`config.mk`:
```
export PLATFORM = sky130hd
export DESIGN_NAME = bus_select_decoder
export DESIGN_NICKNAME = d
export VERILOG_FILES = /design/src/rtl/bus_select_decoder.sv
export SDC_FILE = /design/constraint.sdc
export NUM_CORES = 1
export LEC_CHECK = 0
export BUFFER_PORTS_ARGS = -buffer_cell sky130_fd_sc_hd__buf_4
export CAP_MARGIN = 20
export CORE_AREA = 2 2 39 41
export DETAILED_ROUTE_END_ITERATION = 16
export DIE_AREA = 0 0 41 43
export SYNTH_ARGS = -nofsm -noshare
export SYNTH_HDL_FRONTEND = slang
export SYNTH_SLANG_ARGS = --single-unit
```
`constraint.sdc`:
```
create_clock -name clk -period 0.8 [get_ports clk]
set_input_delay 0.08 -clock clk [delete_from_list [all_inputs] [get_ports clk]]
set_output_delay 0.08 -clock clk [all_outputs]
set_load 0.02 [all_outputs]
```
`src/rtl/bus_select_decoder.sv`:
```
module bus_select_decoder #(
  parameter int MEM_PORTS = 2,
  parameter int IO_PORTS  = 2,
  parameter logic [MEM_PORTS*16-1:0] MEM_BASE = {16'h8000, 16'h0000},
  parameter logic [MEM_PORTS*16-1:0] MEM_CARE = {16'hC000, 16'hFFFF},
  parameter logic [IO_PORTS*8-1:0]   IO_BASE  = {8'h20, 8'h00},
  parameter logic [IO_PORTS*8-1:0]   IO_CARE  = {8'hF0, 8'hFF},
  parameter bit IO_HIGH_HALF = 1'b0
) (
  input  logic                 clk,
  input  logic                 rst_n,
  input  logic [15:0]          addr,
  input  logic                 mem_rd_n,
  input  logic                 mem_wr_n,
  input  logic                 io_rd_n,
  input  logic                 io_wr_n,
  output logic [MEM_PORTS-1:0] mem_rd_sel,
  output logic [MEM_PORTS-1:0] mem_wr_sel,
  output logic [IO_PORTS-1:0]  io_rd_sel,
  output logic [IO_PORTS-1:0]  io_wr_sel
);
  localparam int AW = 16;
  localparam int PW = 8;

  logic [PW-1:0]        port_num;
  logic [MEM_PORTS-1:0] mem_hit;
  logic [IO_PORTS-1:0]  io_hit;
  logic [3:0]           strb;
  logic                 single;

  generate
    if (IO_HIGH_HALF) begin : g_hi
      assign port_num = addr[AW-1:AW-PW];
    end else begin : g_lo
      assign port_num = addr[PW-1:0];
    end
  endgenerate

  generate
    for (genvar i = 0; i < MEM_PORTS; i++) begin : g_mem
      assign mem_hit[i] = ((addr ^ MEM_BASE[i*AW +: AW]) & MEM_CARE[i*AW +: AW]) == '0;
    end
    for (genvar j = 0; j < IO_PORTS; j++) begin : g_io
      assign io_hit[j] = ((port_num ^ IO_BASE[j*PW +: PW]) & IO_CARE[j*PW +: PW]) == '0;
    end
  endgenerate

  assign strb   = ~{io_wr_n, io_rd_n, mem_wr_n, mem_rd_n};
  assign single = $onehot(strb);

  always_ff @(posedge clk or negedge rst_n) begin
    if (!rst_n) begin
      mem_rd_sel <= '0;
      mem_wr_sel <= '0;
      io_rd_sel  <= '0;
      io_wr_sel  <= '0;
    end else begin
      mem_rd_sel <= mem_hit & {MEM_PORTS{single & strb[0]}};
      mem_wr_sel <= mem_hit & {MEM_PORTS{single & strb[1]}};
      io_rd_sel  <= io_hit  & {IO_PORTS{single & strb[2]}};
      io_wr_sel  <= io_hit  & {IO_PORTS{single & strb[3]}};
    end
  end
endmodule


```
* Yosys cells after proc, flatten, opt, wreduce, memory -nomap -nowiden
Index checks and enable logic that the tools add are counted.
Operators by class: add/subtract/negate cells 3, equal/unequal tests 1, reductions and logical operators 4, bitwise gates (word level) 11
Operators by type and width (count):
- $logic_not A16 Y1 | 2
- $logic_not A8 Y1 | 2
- $and A2 B2 Y2 | 4
- $add A1 B1 Y2 | 2
- $and A1 B1 Y1 | 4
- $not A4 Y4 | 1
- $add A2 B2 Y3 | 1
- $eq A3 B1 Y1 const B | 1
- $not A1 Y1 | 2
Word-level totals: logic and storage cells 23, input bits 22, output and inout bits 8, flip-flop bits (word level) 8

* Longest topological paths before layout
Gate-level depths: netlist of run 1.
depth in word-level cells 6, depth in mapped cells 7, mapped depth without buffers 7

* Worst setup path after synthesis of run 1
OpenSTA, ideal clock, no wires.
path type input-to-reg, start point input mem_rd_n, end point register mem_rd_sel[0], path buffers 0, path slack -947 ps, stages on the path 7, data required time 699 ps, data arrival time 1646 ps, library setup time 101 ps, cells stage by stage fa_1 > inv_1 > ha_1 > ha_1 > nor4b_2 > nand3_1 > nor4_1
On the way: longest elaborated chain between the ends 6
RTL lines:
- start, declared | RTL line 13 | input logic mem_rd_n,
- $not A4 Y4 * | RTL line 48 | assign strb = ~{io_wr_n, io_rd_n, mem_wr_n, mem_rd_n};
- $add A1 B1 Y2 (not written as such) | RTL line 49 | assign single = $onehot(strb);
- $add A2 B2 Y3 (not written as such) | RTL line 49
- $eq A3 B1 Y1 | RTL line 49
- $and A1 B1 Y1 * | RTL line 58 | mem_rd_sel <= mem_hit & {MEM_PORTS{single & strb[0]}};
- $and A2 B2 Y2 * | RTL line 58
- end signal, assigned | RTL line 58
- end, declared | RTL line 17 | output logic [MEM_PORTS-1:0] mem_rd_sel,
Every way passes the cells marked *; elsewhere a longest branch is shown, timed or not.

* Worst setup path after layout of run 1
start point input mem_rd_n, end point register mem_rd_sel[1]
Same word-level chain as after synthesis.

==> results of run 1 <==
==> power groups by stage <==
stage,combinational (mW),clock [mW],sequential [mW]
final,0.314,0.304,0.411
after global routing,0.345,0.313,0.411
after CTS,0.246,0.306,0.411
after detailed placement,0.228,0,0.417
after global placement,0.222,0,0.417
after floorplan,0.0937,0,0.423
==> routing by layer <==
metal	up-vias	global-route usage, %
met3	3	1.57
li1	203	-
met2	25	20.9
met1	194	14.7
met4	0	8.00
met5	-	0
==> placed cells by master, fill, tap and decap left out, drive strengths merged <==
cell type	netlist	final
buf	0	34
dfrtp	8	8
nor2	5	5
nor3	5	5
clkbuf	0	3
dlygate4sd3	0	3
inv	3	3
nand2	3	3
nor4	3	3
nand3	2	2
ha	2	2
nor3b	1	1
or3	1	1
nor4b	1	1
fa	1	1
==> stage by stage <==
stage	setup WS, ps	hold WS (ps)	TNS [ps]
global placement	-1030	-103	-7680
finish	-757	-0.347	-5750
global route	-843	5.74	-6470
floorplan	-790	-216	-5880
detailed placement	-1030	-98.8	-7770
CTS	-745	2.46	-5690
==> state kept, by name, summed over array words and instances (netlist names) <==
signal / flops
mem_wr_sel: 2
mem_rd_sel: 2
io_wr_sel: 2
io_rd_sel: 2
==> path summary, 6_finish.rpt <==
| kind | from | to | slack [ps] |
|---|---|---|---|
| max in group asynchronous | rst_n | io_rd_sel[0] | 500 |
| worst min-delay path | io_rd_n | io_rd_sel[0] | -0.3 |
| min in group asynchronous | rst_n | mem_rd_sel[0] | 170 |
| worst max-delay path | mem_rd_n | mem_rd_sel[1] | -760 |
==> critical path, cell delays in order <==
cell,delay [ps]
buf_8,100
fa_1,550
inv_2,50
ha_4,160
ha_4,230
nor4b_4,240
buf_4,150
nand2_2,60
nor2_1,120
==> repair_timing <==
action	CTS	global route
gates resized for setup	10	12
hold buffers	2	1
hold endpoints to repair	9	2
setup buffers	1	1
cloned	0	0
endpoints found under the setup margin	16	16
pin swaps	2	6
==> layout make-up <==
class | count | area (sq um) | area share, %
Clock buffer | 3 | 22.5 | 2.76
Inverter | 3 | 11.3 | 1.38
Multi-Input combinational cell | 24 | 235 | 28.8
Sequential cell | 8 | 200 | 24.5
Tap cell | 16 | 20.0 | 2.45
Timing Repair Buffer | 37 | 327 | 40.0
==> cell families (layout without fill, tap and decap cells) <==
kind of cell,Yosys count,after routing,synth area share [%]
buf+inv,3,43,3.05
fa+ha+maj,3,3,12.2
simple gates,21,21,30.5
flops,8,8,54.2
==> qor.yml, run 1 <==
hold_path:
  hp-class: "in2reg"
  min_path_cells: 2
status:
  status: "finished with violations"
  violations: "negative hold slack, negative setup slack"
yosys:
  synth_top_area_cell: "dfrtp_1"
  synthesis.area_sq_um: 369
  ys_ff_latch: 8
  yosysMostFrequentCell: "dfrtp_1"
  synth_cell_type_count: 12
  syn-num-nets: 60
  synth-main-ff-cell: "dfrtp_1"
  ys.warnings.count: 0
  synthCells: 35
  ys_seq_area_share_pct: 54.2
  synth_area_leaders: "dfrtp_1 (54%), ha_1 (6.8%), nor3_1 (6.8%)"
  netlist.area_leader.share_pct: 54.2
  synth_edf_count: 0
  synth_common_cells: "dfrtp_1 (8), nor2_1 (5), nor3_1 (5)"
  async_reset_ff_share_pct: 100
  synth_area_per_cell_sq_um: 10.5
critical_path:
  arrival_ps: 1740
  critical_path_class: "in2reg"
  crit_fanout: 2
  endpoint_kind: "flip-flop"
  critPathLaunchType: "primary input"
  critPathRequiredTime_ps: 980
clock_tree:
  cts_tree: "yes"
  clock_sinks: 8
  cts_root_buf: "clkbuf_4"
  numCtsBuffers: 3
  clk_pin_slew_worst_paths_ps: 50
  clock_path_buffers: 2
  cts-htree-levels: 1
pwr:
  leakagePower_nw: 0.385
  p_comb_share_pct: 30.5
  internal_power_uw: 774
  power_density_nw_per_um2: 1260
  clock_power_share_pct: 29.6
  seqPwrFrac_pct: 40.0
  peakVddDrop_uv: 642
  power_switching_uw: 255
  netSwitchingFraction_pct: 24.8
  total_power_mw: 1.03
cells_and_area:
  finalInstanceArea_sq_um: 816
  drive_gt1_share_pct: 65.3
  final_util_pct: 59.0
  diodes: 0
  instances_no_fill: 91
  final_nets: 102
  area_delta_synth_final_pct: 121
  fillers: 110
sta:
  period_needed_ps: 1560
  clock.fmax_mhz: 642
  setup_viol: 16
  worst_pin_slew_ps: 342
  max-slew-margin-rel_pct: 77.0
  post-route-period-util_pct: 195
  rsz0062_at_grt: "yes"
  worst_slack_ps: -757
  hold_viol_final: 1
  whs_ps: -0.347
  slew_violations: 0
floorplanning:
  io_pins: 30
  coreArea_sq_um: 1380
  std_cell_rows: 14
  die_area_sq_um: 1760
  die_y_microns: 43
  die_w_microns: 41
  start_util_pct: 26.7
route:
  vias: 425
  dr.max_layer_used: "met4"
  firstDrtPassIters: 4
  met1_length_microns: 338
  drt-initial-drc-count: 12
  remaining_drc_errors: 0
  vias_per_cell: 4.67
  wl_microns: 1050
  antenna_left: 0
  wl_per_cell_microns: 11.5
  wl_met3_microns: 95
  met2_length_microns: 586
grt:
  grt-ovfl-total: 0
  grt_max_degree: 9
  track_usage_pct: 12.8
  grt_pass1_vias: 405
  grt_pass1_wl_microns: 1580
  antenna_found_initial: 0
run:
  cap_violations: 0
place:
  io_buffers: 29
  dp_cells: 83
  place_hpwl_microns: 786
  place_area_sq_um: 653
  routabilityCongestion: 0.689
Power figures use the tool's default switching activity.
==> inputs of run 2 (changes only) <==
- CORE_AREA: 2 2 39 41 -> 3 3 40 42
- DIE_AREA: 0 0 41 43 -> 0 0 43 45
==> qor.yml, run 2 (synthesized netlist as in run 1, its figures left out) <==
status:
  status: "finished with violations"
  violations: "negative setup slack"
critical_path:
  critPathRequiredTime_ps: 950  # -30 ps
  endpoint_kind: "flip-flop"
  critPathLaunchType: "primary input"
  crit_fanout: 2  # unchanged
  critical_path_class: "in2reg"
  arrival_ps: 1700  # -40 ps
hold_path:
  worstHoldStart: "mem_rd_n"
  hp-class: "in2reg"
  hold_end: "mem_rd_sel[0]"
  min_path_cells: 3  # +1
route:
  wl_microns: 1030  # -2.0%
  firstDrtPassIters: 2  # -2
  wl_per_cell_microns: 11.4  # -0.92%
  vias: 414  # -2.6%
  remaining_drc_errors: 0  # unchanged
  vias_per_cell: 4.60  # -1.5%
  antenna_left: 0  # unchanged
  drt-initial-drc-count: 2  # -10
sta:
  rsz0062_at_grt: "yes"
  max-slew-margin-rel_pct: 76.8  # -0.18 points
  clock.fmax_mhz: 644  # +0.21%
  hold_viol_final: 0  # -1
  slew_violations: 0  # unchanged
  post-route-period-util_pct: 194  # -0.41 points
  setup_viol: 16  # unchanged
  period_needed_ps: 1550  # -3.29 ps
  worst_pin_slew_ps: 345  # +2.67 ps
  worst_slack_ps: -754  # +3.29 ps
pwr:
  leakagePower_nw: 0.384  # -0.19%
  peakVddDrop_uv: 503  # -22%
  power_density_nw_per_um2: 1260  # about the same
clock_tree:
  cts-htree-levels: 1  # unchanged
  cts_root_buf: "clkbuf_4"
  clock_sinks: 8  # unchanged
  cts_tree: "yes"
  clk_pin_slew_worst_paths_ps: 50  # about the same
  numCtsBuffers: 3  # unchanged
  clock_path_buffers: 2  # unchanged
floorplanning:
  coreArea_sq_um: 1280  # -7.1%
  std_cell_rows: 13  # -1
  die_w_microns: 43  # +4.9%
  die_area_sq_um: 1940  # +9.8%
  die_y_microns: 45  # +4.7%
  io_pins: 30  # unchanged
  start_util_pct: 28.7  # +2.1 points
grt:
  antenna_found_initial: 0  # unchanged
  grt_pass1_wl_microns: 1660  # +5.2%
  grt-ovfl-total: 0  # unchanged
  track_usage_pct: 12.0  # -0.86 points
  grt_pass1_vias: 418  # +3.2%
  grt_max_degree: 9  # unchanged
cells_and_area:
  instances_no_fill: 90  # -1.1%
  diodes: 0  # unchanged
  drive_gt1_share_pct: 64.0  # -1.3 points
  final_common_cell: "buf_4"
  final_nets: 102  # unchanged
  area_delta_synth_final_pct: 114
  final_cell_mix: "buf_4 (27), dfrtp_1 (8), buf_6 (8)"
place:
  routabilityCongestion: 0.792  # +15%
  place_hpwl_microns: 821  # +4.5%
  dp_slack_ps: -1050  # -20.7 ps
  dp_cells: 85  # +2.4%
  io_buffers: 29  # unchanged
run:
  cap_violations: 0  # unchanged
==> run 2: cell count changes in the layout (fill, tap and decap cells not counted), moves of 2 or more <==
| cell | delta |
|---|---|
| buf_4 | +3 |
| dlygate4sd3_1 | -2 |
| nand2_1 | +2 |
| nand2_2 | -2 |
==> run 2: stage by stage <==
| stage | util, % | TNS (ps) | power [mW] | area [sq um] | hold slack, ps |
|---|---|---|---|---|---|
| detailed placement | 52.5 | -7810 | 0.656 | 674 | -101 |
| finish | 61.5 | -5410 | 0.997 | 791 | 83.9 |
| floorplan | - | -5880 | 0.517 | 393 | -216 |
| global route | 61.5 | -6150 | 1.04 | 791 | 97.4 |
| global placement | 52.5 | -7530 | 0.651 | 674 | -103 |
| CTS | 60.8 | -5570 | 1.00 | 781 | 79.4 |
==> run 2: layer usage <==
layer | up-vias | track usage (%) | wire (microns)
met2 | 24 | 20.7 | 557
met3 | 4 | 0.398 | 80
met4 | 0 | 12.7 | 38
li1 | 202 | - | -
met1 | 184 | 12.7 | 349
met5 | - | 0 | 0
==> run 2: cell type report <==
cell class                      count  area [sq um]
Multi-Input combinational cell     24           220
Sequential cell                     8           200
Fill cell                         119           494
Clock buffer                        3          22.5
Timing Repair Buffer               37           318
Tap cell                           15          18.8
Inverter                            3          11.3
==> run 2: report_power, final <==
part / switching, mW / total, mW / internal (mW)
Clock: 0.123 / 0.294 / 0.171
Sequential: 0.00198 / 0.412 / 0.410
Combinational: 0.107 / 0.291 / 0.184
==> run 2: critical path: stages <==
cell and delay, ps:
buf_8 100, fa_1 520, inv_1 40, ha_2 170, ha_4 230, nor4b_4 240
nand3_2 150, nor4_2 170
==> run 2: repair_timing <==
action	in CTS	in global routing
hold buffers	1	0
endpoints found under the setup margin	16	16
hold endpoints to repair	8	0
pin swaps	3	3
gates resized for setup	15	2
setup buffers	1	0
==> run 2: how the worst max path moves through the flow <==
| stage | startpoint | endpoint | cells past startpoint |
|---|---|---|---|
| floorplan | mem_rd_n | mem_rd_sel[0] | 7 |
| global placement | mem_rd_n | mem_rd_sel[0] | 8 |
| detailed placement | mem_rd_n | mem_rd_sel[0] | 8 |
| CTS | mem_rd_n | mem_wr_sel[0] | 8 |
| global route | mem_rd_n | mem_wr_sel[0] | 8 |
| finish | mem_rd_n | mem_wr_sel[0] | 8 |
